**config.mk**
```make
export PLATFORM = sky130hd
export DESIGN_NAME = fetch_miss_buffer
export DESIGN_NICKNAME = d
export VERILOG_FILES = /design/src/rtl/fmb_pkg.sv /design/src/rtl/fmb_fifo.sv /design/src/rtl/fmb_miss_table.sv /design/src/rtl/fetch_miss_buffer.sv
export SDC_FILE = /design/constraint.sdc
export NUM_CORES = 2
export LEC_CHECK = 0
export BUFFER_PORTS_ARGS = -buffer_cell sky130_fd_sc_hd__clkbuf_2
export CAP_MARGIN = 15
export CORE_MARGIN = 3
export CORE_UTILIZATION = 45
export CTS_CLUSTER_SIZE = 24
export DETAILED_ROUTE_END_ITERATION = 10
export HOLD_SLACK_MARGIN = 0.03
export PLACE_DENSITY_LB_ADDON = 0.15
export SYNTH_ARGS = -nofsm -noshare
export SYNTH_HDL_FRONTEND = slang
export SYNTH_SLANG_ARGS = --single-unit
```
**constraint.sdc**
```tcl
create_clock -name clk -period 14.7 [get_ports clk]
set_input_delay 0.735 -clock clk [delete_from_list [all_inputs] [get_ports clk]]
set_output_delay 0.735 -clock clk [all_outputs]
set_load 0.01 [all_outputs]
```
**src/rtl/fmb_pkg.sv**
```systemverilog
package fmb_pkg;
    localparam int FMB_ID_W     = 16;
    localparam int FMB_ADDR_W   = 32;
    localparam int FMB_LINE_OFS = 6;

    typedef enum logic [1:0] {
        SRC_NONE = 2'd0,
        SRC_HIT  = 2'd1,
        SRC_MISS = 2'd2,
        SRC_WAIT = 2'd3
    } rel_src_e;
endpackage

```
**src/rtl/fmb_fifo.sv**
```systemverilog
module fmb_fifo #(
    parameter int W     = 8,
    parameter int DEPTH = 4,
    localparam int PW   = $clog2(DEPTH),
    localparam int CW   = $clog2(DEPTH + 1)
) (
    input  logic          clk,
    input  logic          rst_n,
    input  logic          push,
    input  logic [W-1:0]  push_data,
    input  logic          pop,
    output logic [W-1:0]  head_data,
    output logic [CW-1:0] count,
    output logic          full,
    output logic          empty
);
    typedef struct packed {
        logic [PW-1:0] wr;
        logic [PW-1:0] rd;
        logic [CW-1:0] cnt;
    } ptr_t;

    ptr_t st_d, st_q;
    logic [W-1:0] mem_q [DEPTH];
    logic do_push, do_pop;

    function automatic logic [PW-1:0] step(input logic [PW-1:0] p);
        return (p == PW'(DEPTH - 1)) ? '0 : p + 1'b1;
    endfunction

    assign full      = (st_q.cnt == CW'(DEPTH));
    assign empty     = (st_q.cnt == '0);
    assign count     = st_q.cnt;
    assign head_data = mem_q[st_q.rd];
    assign do_push   = push && !full;
    assign do_pop    = pop && !empty;

    always_comb begin
        st_d = st_q;
        if (do_push) st_d.wr = step(st_q.wr);
        if (do_pop)  st_d.rd = step(st_q.rd);
        case ({do_push, do_pop})
            2'b10:   st_d.cnt = st_q.cnt + 1'b1;
            2'b01:   st_d.cnt = st_q.cnt - 1'b1;
            default: st_d.cnt = st_q.cnt;
        endcase
    end

    always_ff @(posedge clk) begin
        if (!rst_n) st_q <= '0;
        else        st_q <= st_d;
    end

    always_ff @(posedge clk) begin
        if (do_push) mem_q[st_q.wr] <= push_data;
    end
endmodule

```
**src/rtl/fmb_miss_table.sv**
```systemverilog
module fmb_miss_table #(
    parameter int NUM    = 8,
    parameter int LINE_W = 26,
    parameter int ID_W   = 16,
    parameter int ADDR_W = 32,
    localparam int PW    = $clog2(NUM),
    localparam int CW    = $clog2(NUM + 1)
) (
    input  logic              clk,
    input  logic              rst_n,
    input  logic              alloc,
    input  logic [LINE_W-1:0] alloc_line,
    input  logic [ID_W-1:0]   alloc_id,
    input  logic [ADDR_W-1:0] alloc_addr,
    input  logic              refill_valid,
    input  logic [LINE_W-1:0] refill_line,
    input  logic [LINE_W-1:0] lookup_line,
    output logic              lookup_hit,
    input  logic              free_head,
    output logic              head_done,
    output logic [ID_W-1:0]   head_id,
    output logic [ADDR_W-1:0] head_addr,
    output logic              full,
    output logic              empty,
    output logic [CW-1:0]     count
);
    typedef struct packed {
        logic              vld;
        logic              done;
        logic [LINE_W-1:0] line;
        logic [ID_W-1:0]   id;
        logic [ADDR_W-1:0] addr;
    } slot_t;

    typedef struct packed {
        slot_t [NUM-1:0] slot;
        logic [PW-1:0]   hd;
        logic [PW-1:0]   tl;
        logic [CW-1:0]   cnt;
    } tbl_t;

    tbl_t st_d, st_q;
    logic do_alloc, do_free;

    function automatic logic [PW-1:0] step(input logic [PW-1:0] p);
        return (p == PW'(NUM - 1)) ? '0 : p + 1'b1;
    endfunction

    assign full      = (st_q.cnt == CW'(NUM));
    assign empty     = (st_q.cnt == '0);
    assign count     = st_q.cnt;
    assign head_done = st_q.slot[st_q.hd].vld && st_q.slot[st_q.hd].done;
    assign head_id   = st_q.slot[st_q.hd].id;
    assign head_addr = st_q.slot[st_q.hd].addr;
    assign do_alloc  = alloc && !full;
    assign do_free   = free_head && !empty;

    always_comb begin
        lookup_hit = 1'b0;
        for (int i = 0; i < NUM; i++) begin
            if (st_q.slot[i].vld && (st_q.slot[i].line == lookup_line)) lookup_hit = 1'b1;
        end
    end

    always_comb begin
        st_d = st_q;
        for (int i = 0; i < NUM; i++) begin
            if (refill_valid && st_q.slot[i].vld && !st_q.slot[i].done &&
                (st_q.slot[i].line == refill_line)) begin
                st_d.slot[i].done = 1'b1;
            end
        end
        if (do_free) begin
            st_d.slot[st_q.hd].vld  = 1'b0;
            st_d.slot[st_q.hd].done = 1'b0;
            st_d.hd = step(st_q.hd);
        end
        if (do_alloc) begin
            st_d.slot[st_q.tl].vld  = 1'b1;
            st_d.slot[st_q.tl].done = 1'b0;
            st_d.slot[st_q.tl].line = alloc_line;
            st_d.slot[st_q.tl].id   = alloc_id;
            st_d.slot[st_q.tl].addr = alloc_addr;
            st_d.tl = step(st_q.tl);
        end
        case ({do_alloc, do_free})
            2'b10:   st_d.cnt = st_q.cnt + 1'b1;
            2'b01:   st_d.cnt = st_q.cnt - 1'b1;
            default: st_d.cnt = st_q.cnt;
        endcase
    end

    always_ff @(posedge clk) begin
        if (!rst_n) st_q <= '0;
        else        st_q <= st_d;
    end
endmodule

```
**src/rtl/fetch_miss_buffer.sv**
```systemverilog
module fetch_miss_buffer
    import fmb_pkg::*;
#(
    parameter int ID_W     = FMB_ID_W,
    parameter int ADDR_W   = FMB_ADDR_W,
    parameter int LINE_OFS = FMB_LINE_OFS,
    parameter int MSHR_N   = 8,
    parameter int WAIT_N   = 16,
    parameter int QUEUE_N  = 64,
    localparam int LINE_W  = ADDR_W - LINE_OFS,
    localparam int ENT_W   = ID_W + ADDR_W,
    localparam int QCNT_W  = $clog2(QUEUE_N + 1),
    localparam int WCNT_W  = $clog2(WAIT_N + 1),
    localparam int MCNT_W  = $clog2(MSHR_N + 1)
) (
    input  logic              clk,
    input  logic              rst_n,
    input  logic              fetch_valid,
    output logic              fetch_ready,
    input  logic [ID_W-1:0]   fetch_id,
    input  logic [ADDR_W-1:0] fetch_addr,
    input  logic              fetch_hit,
    input  logic              refill_valid,
    input  logic [LINE_W-1:0] refill_line,
    output logic              miss_req_valid,
    output logic [LINE_W-1:0] miss_req_line,
    output logic              out_valid,
    input  logic              out_ready,
    output logic [ID_W-1:0]   out_id,
    output logic [ADDR_W-1:0] out_addr
);
    typedef struct packed {
        logic [ID_W-1:0]   last;
        logic              mreq_v;
        logic [LINE_W-1:0] mreq_line;
    } ctl_t;

    ctl_t ctl_d, ctl_q;

    logic [LINE_W-1:0] fetch_line;
    logic [ID_W-1:0]   nxt_id;

    logic              mt_alloc, mt_free, mt_match, mt_full, mt_empty, mt_head_done;
    logic [ID_W-1:0]   mt_head_id;
    logic [ADDR_W-1:0] mt_head_addr;
    logic [MCNT_W-1:0] mt_cnt;

    logic              wf_push, wf_pop, wf_full, wf_empty;
    logic [ENT_W-1:0]  wf_head;
    logic [WCNT_W-1:0] wf_cnt;
    logic [ID_W-1:0]   wf_head_id;

    logic              q_push, q_full, q_empty;
    logic [ENT_W-1:0]  q_din, q_head;
    logic [QCNT_W-1:0] q_cnt;

    logic     ready_hit, ready_wait, ready_alloc;
    rel_src_e src;

    assign fetch_line = fetch_addr[ADDR_W-1:LINE_OFS];
    assign wf_head_id = wf_head[ENT_W-1:ADDR_W];

    fmb_miss_table #(
        .NUM(MSHR_N), .LINE_W(LINE_W), .ID_W(ID_W), .ADDR_W(ADDR_W)
    ) mtab_i (
        .clk(clk), .rst_n(rst_n),
        .alloc(mt_alloc), .alloc_line(fetch_line), .alloc_id(fetch_id), .alloc_addr(fetch_addr),
        .refill_valid(refill_valid), .refill_line(refill_line),
        .lookup_line(fetch_line), .lookup_hit(mt_match),
        .free_head(mt_free), .head_done(mt_head_done),
        .head_id(mt_head_id), .head_addr(mt_head_addr),
        .full(mt_full), .empty(mt_empty), .count(mt_cnt)
    );

    fmb_fifo #(.W(ENT_W), .DEPTH(WAIT_N)) wait_i (
        .clk(clk), .rst_n(rst_n),
        .push(wf_push), .push_data({fetch_id, fetch_addr}),
        .pop(wf_pop), .head_data(wf_head),
        .count(wf_cnt), .full(wf_full), .empty(wf_empty)
    );

    fmb_fifo #(.W(ENT_W), .DEPTH(QUEUE_N)) dq_i (
        .clk(clk), .rst_n(rst_n),
        .push(q_push), .push_data(q_din),
        .pop(out_ready), .head_data(q_head),
        .count(q_cnt), .full(q_full), .empty(q_empty)
    );

    always_comb begin
        ctl_d  = ctl_q;
        nxt_id = ctl_q.last + 1'b1;

        ready_hit   = fetch_hit && mt_empty && wf_empty && !q_full && (fetch_id == nxt_id);
        ready_wait  = !fetch_hit && mt_match && !wf_full;
        ready_alloc = !fetch_hit && !mt_match && !mt_full;

        src = SRC_NONE;
        if (!q_full) begin
            if (!mt_empty && mt_head_done && (mt_head_id == nxt_id))  src = SRC_MISS;
            else if (!wf_empty && (wf_head_id == nxt_id))            src = SRC_WAIT;
            else if (fetch_valid && ready_hit)                        src = SRC_HIT;
        end

        case (src)
            SRC_MISS: q_din = {mt_head_id, mt_head_addr};
            SRC_WAIT: q_din = wf_head;
            default:  q_din = {fetch_id, fetch_addr};
        endcase

        q_push   = (src != SRC_NONE);
        mt_free  = (src == SRC_MISS);
        wf_pop   = (src == SRC_WAIT);
        wf_push  = fetch_valid && ready_wait;
        mt_alloc = fetch_valid && ready_alloc;

        if (q_push) ctl_d.last = q_din[ENT_W-1:ADDR_W];
        ctl_d.mreq_v = mt_alloc;
        if (mt_alloc) ctl_d.mreq_line = fetch_line;
    end

    always_ff @(posedge clk) begin
        if (!rst_n) begin
            ctl_q.last      <= '1;
            ctl_q.mreq_v    <= 1'b0;
            ctl_q.mreq_line <= '0;
        end else begin
            ctl_q <= ctl_d;
        end
    end

    assign fetch_ready    = ready_hit || ready_wait || ready_alloc;
    assign miss_req_valid = ctl_q.mreq_v;
    assign miss_req_line  = ctl_q.mreq_line;
    assign out_valid      = !q_empty;
    assign out_id         = q_head[ENT_W-1:ADDR_W];
    assign out_addr       = q_head[ADDR_W-1:0];
endmodule

```
==> impl_metrics.yaml <==
setup_path:
  crit_slowest_cell: "or4b_1"
  critPathRequiredTime_ns: 15.29
  path_class: "flop to flop"
  crit_path_start_kind: "flop"
  critical_path_depth: 13
  crit_path_end_kind: "flop"
  crit_family: "simple AND/OR/NAND/NOR gates"
  cpMostUsedCell: "buf_4"
  critical_path_buf_inv_count: 4
  crit_end: "dq_i.mem_q[58][24]$_DFFE_PP_"
  path_cells: "buf_12 -> mux4_2 -> a22o_1 -> a221oi_1 -> xor2_1 -> or4_4 -> nor4_4 -> a221oi_4 -> buf_4 -> buf_4 -> or4b_1 -> nor2_4 -> buf_4"
  timing.rr.end: "dq_i.mem_q[58][24]$_DFFE_PP_"
  critPathMaxFanout: 87
  r2r_cells: 13
  arrival_ns: 8.18
  critPathMaxStageDelay_ns: 0.97
  r2r_slack_ns: 7.11
placement:
  routabilityCongestion: 0.9522
  dp_hpwl_um: 290400
  pre_cts_slack_ns: 6.962
  io_buffers: 156
  dpl_cell_area_mm2: 0.1813
route:
  avgViaCountPerCell: 6.087
  via_count: 87817
  ant_nets: 0
  drt_iter0_markers: 9339
  drc: 0
  routed_wl_um: 489100
  wl_per_cell_um: 33.90
  drt_first_pass_iters: 6
synth:
  yosys_warnings: 0
  seq_area_frac_synth_pct: 72.17
  async_reset_ff_share_pct: 0
  synthesis.area_mm2: 0.1735
  synth.distinct_cells: 87
  synth_edf_count: 3840
  syn-mean-instance-area_um2: 19.87
  yosys_register_bits: 4335
  ys.flop_type: "edfxtp_1"
  syn_nets: 8841
  syn_inst: 8734
clock_tree:
  cts_buffers: 443
  cts.reportedPaths.clkPinSlew_ns: 0.06
  clk_path_buf_depth: 4
  cts_resized: 0
  clk_latency_ns: 0.98
  cts_setup_buffers: 0
  cts-htree-levels: 5
  cts_root_buf: "clkbuf_16"
  cts_tree: "yes"
  holdBufCountCts: 0
  clkSinkCount: 4335
final_layout:
  drive_above_1_share_pct: 26.74
  syn2layout_area_growth_pct: 12.59
  final_nets: 9120
  final_common_cell: "edfxtp_1"
  final_util_pct: 50.99
  design_area_mm2: 0.1954
  layout_common_cells: "edfxtp_1, mux4_2, nor2_1, dfxtp_1, mux2i_1"
pwr:
  vdd_drop_max_v: 0.00009923
  clkPwrFrac_pct: 43.9
  power_switching_uw: 5118
  p_int_uw: 19720
  switching_share_pct: 20.61
  p_per_area_mw_per_mm2: 127.1
  power_uw: 24840
  comb_power_share_pct: 2.0
  p_seq_share_pct: 54.0
  p_leak_uw: 0.05883
grt:
  use_met3_pct: 3.284
  grt_busiest_layer: "met2"
  use_met1_pct: 34.54
  first_global_vias: 89185
  grt_use_total_pct: 24.86
  antenna_found_initial: 25
  grt_start_max_net_pins: 149
  gr-usage-met2_pct: 41.24
  grt_pass1_wl_um: 692700
  grt.overflow.total: 0
timing:
  tightest_slew_ns: 1.232
  maxSlewHeadroom_pct: 17.88
  period_needed_ns: 7.591
  clock.fmax_mhz: 131.7
  slew_viol_final: 0
  final-hold-violation-count: 0
  skew_ns: 0.04578
  rsz0062_at_grt: "false"
  fin_ws_ns: 7.109
  setup_viol: 0
  fin_crit_sh_pct: 51.64
  timing.setup.tns_ns: 0
die:
  num_rows: 227
  die-width_um: 626.9
  io-pin-count: 157
  initial_core_util_pct: 45.28
  fp.dieH_um: 626.9
  fp.coreArea_mm2: 0.3831
  die_area_mm2: 0.3930
min_path:
  hold_path.class: "primary input to flop"
  min-delay-start: "fetch_addr[13]"
job:
  max_cap_violations: 0
outcome:
  status: "finished clean"
==> cell usage after synthesis, types with 58 or more instances <==
master       n  area, um^2
nand2_1     78       292.8
xor2_1     111       972.2
nor4_1      58       362.9
edfxtp_1  3840      115300
mux4_2    1240       27930
mux2i_1    457        4574
nor2_1     590        2215
o22ai_1    104       650.6
xnor2_1    375        3284
nand3_1     58       290.3
buf_1      120       450.4
buf_2       72       360.4
clkbuf_1   373        1400
dfxtp_1    495        9910
nor3_1      69       345.3
nand4_1     88       550.5
a21oi_1     66       330.3
==> worst reg2reg max path, cell delays in order, from the launching register on <==
cell	delay (ns)
dfxtp_4	0.85
buf_12	0.54
mux4_2	0.77
a22o_1	0.28
a221oi_1	0.70
xor2_1	0.18
or4_4	0.50
nor4_4	0.29
a221oi_4	0.11
buf_4	0.27
buf_4	0.34
or4b_1	0.98
nor2_4	0.72
buf_4	0.66
==> final cells by class <==
type,instances,area (um^2)
fill,30408,187800
sequential,4335,125300
multi-input combinational,3747,46480
clock buffer,572,11870
tap,5038,6304
timing repair buffer,447,3078
clock inverter,242,2195
inverter,39,153.9
antenna,6,15.01
==> power by group through the flow <==
stage	sequential (uW)	combinational, uW	clock (uW)
2_1_floorplan	13700	250	0
3_3_place_gp	13700	488	0
3_5_place_dp	13700	503	0
4_1_cts	13400	504	11100
5_1_grt	13400	535	11600
6_report	13400	504	10900
==> stage by stage <==
stage / instances / hold slack (ns)
global route: 14422 / 0.1573
finish: 14426 / 0.1693
CTS: 14419 / 0.07323
floorplan: 8734 / 0.4512
global placement: 13604 / 0.4654
detailed placement: 13605 / 0.4775
==> logic make-up (layout without fill, tap and decap cells) <==
group,count (synthesis),count (layout),share of synthesized area [%]
AO/OA/AOI/OAI,437,437,1.737
XOR/XNOR,490,490,2.505
adder cells (fa/ha/maj),27,27,0.2034
buffers and inverters,652,1300,1.580
flip-flops,4335,4335,72.17
multiplexers,1721,1721,18.89
other,0,6,0
AND/OR/NAND/NOR,1072,1072,2.915
==> state kept, by name, summed over array words and instances (netlist names), 4 cells and up, named ones only <==
register / flops
mtab_i.st_q: 406
wait_i.st_q: 8
miss_req_line: 26
dq_i.count: 7
ctl_q: 16
dq_i.mem_q: 3072
wait_i.mem_q: 768
mtab_i.count: 4
wait_i.count: 5
dq_i.st_q: 12
==> how the worst min path moves through the flow <==
stage,cells past startpoint,slack [ns],endpoint
global placement,2,0.47,mtab_i.st_q[128]$_SDFFE_PN0P_
finish,1,0.17,wait_i.mem_q[10][13]$_DFFE_PP_
floorplan,2,0.45,mtab_i.st_q[42]$_SDFFE_PN0P_
detailed placement,2,0.48,mtab_i.st_q[128]$_SDFFE_PN0P_
global route,1,0.16,wait_i.mem_q[10][13]$_DFFE_PP_
CTS,1,0.07,wait_i.mem_q[14][13]$_DFFE_PP_
==> routing by layer <==
| metal | wire length (um) | vias to the layer above |
|---|---|---|
| met3 | 29000 | 746 |
| met2 | 241600 | 3188 |
| met1 | 202600 | 47665 |
| met4 | 15850 | 2 |
| met5 | 13 | - |
| li1 | - | 36216 |
Power figures use the tool's default switching activity.
